--- src/rtl/irq_agg_pkg.sv ---
package irq_agg_pkg;
  localparam logic [1:0] ADDR_STATUS = 2'd0;
  localparam logic [1:0] ADDR_MASK   = 2'd1;
  localparam logic [1:0] ADDR_CTRL   = 2'd2;
  localparam int CTRL_LOW_BIT = 0;
  localparam int CTRL_CAP_BIT = 1;
endpackage

--- src/rtl/irq_event_merge.sv ---
module irq_event_merge #(
  parameter int NUM_SRC    = 8,
  parameter int LOCK_IDX   = 6,
  parameter int UNLOCK_IDX = 7,
  parameter int SHARED_IDX = 5
) (
  input  logic [NUM_SRC-1:0] src_evt,
  input  logic               wake_evt,
  input  logic               meas_evt,
  input  logic               in_sleep,
  input  logic [NUM_SRC-1:0] mask,
  input  logic               cap_mode,
  output logic [NUM_SRC-1:0] set_o,
  output logic [NUM_SRC-1:0] kill_o
);
  logic [NUM_SRC-1:0] raw;
  logic [NUM_SRC-1:0] en;

  always_comb begin
    raw = src_evt;
    raw[SHARED_IDX] = src_evt[SHARED_IDX] | (in_sleep ? wake_evt : meas_evt);
    en = raw & (mask | {NUM_SRC{cap_mode}});
    set_o  = en;
    kill_o = '0;
    if (en[LOCK_IDX]) begin
      set_o[UNLOCK_IDX]  = 1'b0;
      kill_o[UNLOCK_IDX] = 1'b1;
    end else if (en[UNLOCK_IDX]) begin
      kill_o[LOCK_IDX] = 1'b1;
    end
  end
endmodule

--- src/rtl/irq_status_bank.sv ---
module irq_status_bank #(
  parameter int NUM_SRC    = 8,
  parameter int LOCK_IDX   = 6,
  parameter int UNLOCK_IDX = 7
) (
  input  logic               clk,
  input  logic               rst,
  input  logic               clr_i,
  input  logic [NUM_SRC-1:0] set_i,
  input  logic [NUM_SRC-1:0] kill_i,
  output logic [NUM_SRC-1:0] status_o
);
  for (genvar i = 0; i < NUM_SRC; i++) begin : g_bit
    always_ff @(posedge clk) begin
      if (rst)
        status_o[i] <= 1'b0;
      else if (set_i[i])
        status_o[i] <= 1'b1;
      else if (clr_i || kill_i[i])
        status_o[i] <= 1'b0;
    end
  end


  sticky_hold_chk: assert property (@(posedge clk) disable iff (rst)
    (!clr_i && kill_i == '0) |=> ((status_o & $past(status_o)) == $past(status_o)));

  set_wins_chk: assert property (@(posedge clk) disable iff (rst)
    1'b1 |=> ((status_o & $past(set_i)) == $past(set_i)));

  read_clear_chk: assert property (@(posedge clk) disable iff (rst)
    (clr_i && set_i == '0) |=> (status_o == '0));

  pair_excl_chk: assert property (@(posedge clk) disable iff (rst)
    !(status_o[LOCK_IDX] && status_o[UNLOCK_IDX]));
endmodule

--- src/rtl/irq_pin_drive.sv ---
module irq_pin_drive #(
  parameter int NUM_SRC = 8
) (
  input  logic               clk,
  input  logic               rst,
  input  logic [NUM_SRC-1:0] status_i,
  input  logic [NUM_SRC-1:0] mask_i,
  input  logic               active_low_i,
  output logic               pin_o
);
  always_ff @(posedge clk) begin
    if (rst) pin_o <= 1'b0;
    else     pin_o <= (|(status_i & mask_i)) ^ active_low_i;
  end


  pin_level_chk: assert property (@(posedge clk) disable iff (rst)
    1'b1 |=> (pin_o == ($past(|(status_i & mask_i)) ^ $past(active_low_i))));
endmodule

--- src/rtl/irq_aggregator.sv ---
module irq_aggregator
  import irq_agg_pkg::*;
#(
  parameter int NUM_SRC    = 8,
  parameter int LOCK_IDX   = 6,
  parameter int UNLOCK_IDX = 7,
  parameter int SHARED_IDX = 5
) (
  input  logic               clk,
  input  logic               rst,
  input  logic               reg_wr,
  input  logic               reg_rd,
  input  logic [1:0]         reg_addr,
  input  logic [NUM_SRC-1:0] reg_wdata,
  output logic [NUM_SRC-1:0] reg_rdata,
  output logic               reg_rvalid,
  input  logic [NUM_SRC-1:0] src_evt,
  input  logic               wake_evt,
  input  logic               meas_evt,
  input  logic               in_sleep,
  output logic               irq_pin
);
  localparam int CTRL_W = 2;

  logic [NUM_SRC-1:0] mask_q;
  logic [CTRL_W-1:0]  ctrl_q;
  logic [NUM_SRC-1:0] status_q;
  logic [NUM_SRC-1:0] set_v;
  logic [NUM_SRC-1:0] kill_v;
  logic               status_rd;

  assign status_rd = reg_rd && (reg_addr == ADDR_STATUS);

  always_ff @(posedge clk) begin
    if (rst) begin
      mask_q <= '0;
      ctrl_q <= '0;
    end else if (reg_wr) begin
      if (reg_addr == ADDR_MASK) mask_q <= reg_wdata;
      if (reg_addr == ADDR_CTRL) ctrl_q <= reg_wdata[CTRL_W-1:0];
    end
  end

  always_ff @(posedge clk) begin
    if (rst) begin
      reg_rdata  <= '0;
      reg_rvalid <= 1'b0;
    end else begin
      reg_rvalid <= reg_rd;
      if (reg_rd) begin
        case (reg_addr)
          ADDR_STATUS: reg_rdata <= status_q;
          ADDR_MASK:   reg_rdata <= mask_q;
          ADDR_CTRL:   reg_rdata <= {{(NUM_SRC-CTRL_W){1'b0}}, ctrl_q};
          default:     reg_rdata <= '0;
        endcase
      end
    end
  end

  irq_event_merge #(
    .NUM_SRC(NUM_SRC), .LOCK_IDX(LOCK_IDX),
    .UNLOCK_IDX(UNLOCK_IDX), .SHARED_IDX(SHARED_IDX)
  ) u_merge (
    .src_evt(src_evt), .wake_evt(wake_evt), .meas_evt(meas_evt),
    .in_sleep(in_sleep), .mask(mask_q), .cap_mode(ctrl_q[CTRL_CAP_BIT]),
    .set_o(set_v), .kill_o(kill_v)
  );

  irq_status_bank #(
    .NUM_SRC(NUM_SRC), .LOCK_IDX(LOCK_IDX), .UNLOCK_IDX(UNLOCK_IDX)
  ) u_status (
    .clk(clk), .rst(rst), .clr_i(status_rd),
    .set_i(set_v), .kill_i(kill_v), .status_o(status_q)
  );

  irq_pin_drive #(.NUM_SRC(NUM_SRC)) u_pin (
    .clk(clk), .rst(rst), .status_i(status_q), .mask_i(mask_q),
    .active_low_i(ctrl_q[CTRL_LOW_BIT]), .pin_o(irq_pin)
  );


  rvalid_origin_chk: assert property (@(posedge clk) disable iff (rst)
    reg_rvalid |-> $past(reg_rd));

  masked_drop_chk: assert property (@(posedge clk) disable iff (rst)
    (!ctrl_q[CTRL_CAP_BIT] && !status_rd) |=>
      ((status_q & ~$past(status_q) & ~$past(mask_q)) == '0));
endmodule

--- config.mk ---
export PLATFORM = sky130hd
export DESIGN_NAME = irq_aggregator
export DESIGN_NICKNAME = d
export VERILOG_FILES = /design/src/rtl/irq_agg_pkg.sv /design/src/rtl/irq_event_merge.sv /design/src/rtl/irq_status_bank.sv /design/src/rtl/irq_pin_drive.sv /design/src/rtl/irq_aggregator.sv
export SDC_FILE = /design/constraint.sdc
export NUM_CORES = 1
export LEC_CHECK = 0
export BUFFER_PORTS_ARGS = -buffer_cell sky130_fd_sc_hd__buf_2
export CAP_MARGIN = 20
export CORE_MARGIN = 2
export CORE_UTILIZATION = 25
export DETAILED_ROUTE_END_ITERATION = 7
export GPL_TIMING_DRIVEN = 0
export PLACE_DENSITY = 0.52
export RECOVER_POWER = 50
export SETUP_SLACK_MARGIN = 0.15
export SLEW_MARGIN = 15
export SYNTH_ARGS = -nofsm -noshare
export SYNTH_HDL_FRONTEND = slang
export SYNTH_HIERARCHICAL = 1
export SYNTH_SLANG_ARGS = --single-unit
export TNS_END_PERCENT = 10
--- constraint.sdc ---
create_clock -name clk -period 2.3 [get_ports clk]
set_input_delay 0.46 -clock clk [delete_from_list [all_inputs] [get_ports clk]]
set_output_delay 0.46 -clock clk [all_outputs]
set_load 0.02 [all_outputs]
==> impl_metrics.yaml <==
power:
  powerDensity_mw_per_mm2: 559
  p_leak_uw: 0.000714
  clkPwrFrac_pct: 33.0
  p_seq_share_pct: 55.0
  ir_worst_vdd_mv: 0.213
  combPwrFrac_pct: 12.0
  net-switching-power_uw: 222
  switching_share_pct: 23.9
  p_total_uw: 929
  power.internal_uw: 707
timing:
  max_freq_ghz: 0.635
  fin_skew_ns: 0.00364
  hold_violations: 0
  tightest_slew_ns: 0.524
  drv_slew: 0
  rsz0062_at_grt: "false"
  setup_viol: 0
  worst_slack_ns: 0.725
  period_share_pct: 68.5
  fin_crit_ns: 1.57
  maxSlewHeadroom_pct: 65.1
  fin_tns_setup_ns: 0
critical_path:
  slowest_delay_ns: 0.39
  crit_type: "in -> reg"
  worstPathArrival_ns: 1.78
  crit_path_end_kind: "flop"
  cp_cell_sequence: "clkbuf_1 -> and2b_1 -> nor2b_1 -> or3b_1 -> a21oi_1"
  crit_fanout: 8
  worstPathRequired_ns: 2.50
  startpoint_type: "input port"
  crit_path_top_delay_cell: "or3b_1"
clock_tree:
  postCtsSetupBuffers: 0
  clockBufferDepth: 2
  clockRootBuffer: "clkbuf_8"
  cts_resized: 0
  cts_sinks: 28
  postCtsHoldBufs: 0
  cts-htree-levels: 1
  clkLatencyLatePin_ns: 0.27
  clk_pin_slew_worst_paths_ns: 0.10
  cts_buffers: 3
  cts_tree: "done"
place:
  place.port_buffers: 33
  dp_slack_ns: 0.490
  dpl.hpwl_um: 2320
  place_area_sq_mm: 0.00163
  gp_congestion: 0.729
route:
  vias: 1089
  totalWireLength_um: 3030
  wl_per_cell_um: 11.7
  via_per_inst: 4.20
  drt-pass1-iter-count: 4
  drtAntennaViolNets: 0
  first_iter_violations: 67
  drc: 0
outcome:
  outcome: "complete, no violations"
finish:
  layout.nets: 215
  diodes: 0
  regArea_sq_um: 561
  final_area_sq_mm: 0.00166
  multi_input_area_sq_um: 678
  drive_gt1_share_pct: 22.2
  nFillCells: 572
  syn_to_final_growth_pct: 22.8
  final_common_cell: "dfxtp_1"
  layout_common_cells: "dfxtp_1, buf_2, nor2_1, clkbuf_1"
synth:
  synthCells: 147
  synth.avg_cell_area_sq_um: 9.21
  yosysTopAreaCell: "dfxtp_1"
  ys_ff_latch: 28
  synth_warnings: 6
  synth_cell_types: 29
  synth.cell_area_sq_mm: 0.00135
  seq_area_frac_synth_pct: 41.4
  synth_top_area_share_pct: 41.4
  ys_top_cells_by_area: "dfxtp_1, mux2i_1, or3b_1, buf_4, a21oi_1"
floorplan:
  design.portCount: 35
  dieWidth_um: 77.6
  core.rowCount: 26
  core_area_sq_mm: 0.00517
  dieArea_sq_mm: 0.00602
  fp.dieH_um: 77.6
  start_util_pct: 26.2
grt:
  grt_pass1_vias: 1031
  antenna_found_initial: 0
  grt_pass1_wl_um: 4970
  grt.total_usage_pct: 10.6
  grt_max_degree: 16
  overflow: 0
run:
  max-cap-violations: 0
min_path:
  hp-class: "in -> reg"
## state kept, by name, indices dropped and copies added (netlist names)
register	cells
mask_q	8
reg_rdata	8
u_status/status_o	8
ctrl_q	2
reg_rvalid	1
u_pin/pin_o	1
## worst max-delay path, delay by kind of cell
kind	cells	cell delay (ns)
AO/OA/AOI/OAI	1	0.15
buffers and inverters	1	0.31
AND/OR/NAND/NOR	3	0.87
## metal layers
| layer | track usage, % | share of wire (%) | vias to the layer above |
|---|---|---|---|
| met1 | 14.2 | 49 | 491 |
| met2 | 17.0 | 46 | 21 |
| met5 | 0 | 0 | - |
| met3 | 2.09 | 4.0 | 2 |
| li1 | - | - | 575 |
| met4 | 3.21 | 0.76 | 0 |
## worst paths after layout
| kind | start | end | slack, ns | depth (start not counted) |
|---|---|---|---|---|
| hold / removal | reg_wdata[5] | mask_q[5] | 0.41 | 3 |
| hold reg to reg | reg_rdata[3] | reg_rdata[3] | 0.44 | 2 |
| setup reg to reg | ctrl_q[1] | u_status/status_o[6] | 0.91 | 5 |
| setup / recovery | reg_addr[1] | u_status/status_o[5] | 0.73 | 5 |
## metrics by stage
step,utilization [%],instances,hold WS (ns)
2_1_floorplan,-,152,0.449
6_report,32.1,259,0.415
3_5_place_dp,31.4,255,0.431
4_1_cts,32.5,259,0.413
5_1_grt,32.1,259,0.428
3_3_place_gp,31.4,255,0.424
## synthesized netlist by cell type
master	n
a22oi_2	1
clkbuf_2	1
nor4b_4	1
nand3b_1	2
nand2_1	12
mux2_1	4
nand4_1	1
buf_4	9
or3b_1	8
nor2b_2	1
dfxtp_1	28
o21ai_0	1
buf_6	1
clkbuf_1	2
nor2_1	15
conb_1	1
and2b_1	1
o22a_1	1
nand3_1	2
o21a_1	6
a21oi_1	12
mux2i_1	10
a22oi_1	7
a311oi_2	2
nor2b_1	5
buf_2	2
or2_1	2
and4bb_1	1
inv_1	8
## logic make-up (layout without fill, tap and decap cells)
| logic type | count (synthesis) | in the layout | synth area share (%) |
|---|---|---|---|
| AND/OR/NAND/NOR | 51 | 51 | 22.1 |
| buffers and inverters | 23 | 60 | 9.70 |
| multiplexers | 14 | 14 | 10.7 |
| AO/OA/AOI/OAI | 30 | 30 | 15.8 |
| flip-flops | 28 | 28 | 41.4 |
| other | 1 | 6 | 0.277 |
## power groups by stage
stage	Sequential [uW]	Combinational, uW	Clock [uW]
2_1_floorplan	524	67.9	0
3_3_place_gp	522	114	0
3_5_place_dp	522	114	0
4_1_cts	511	115	317
5_1_grt	514	124	337
6_report	511	111	307
## final cells by class
type,count,share of cell area (%)
Sequential cell,28,33.7
Tap cell,70,5.27
Clock buffer,4,3.31
Inverter,8,1.81
Buffer,15,6.02
Multi-Input combinational cell,101,40.8
Timing Repair Buffer,33,9.10
(Power assumes the default switching activity.)
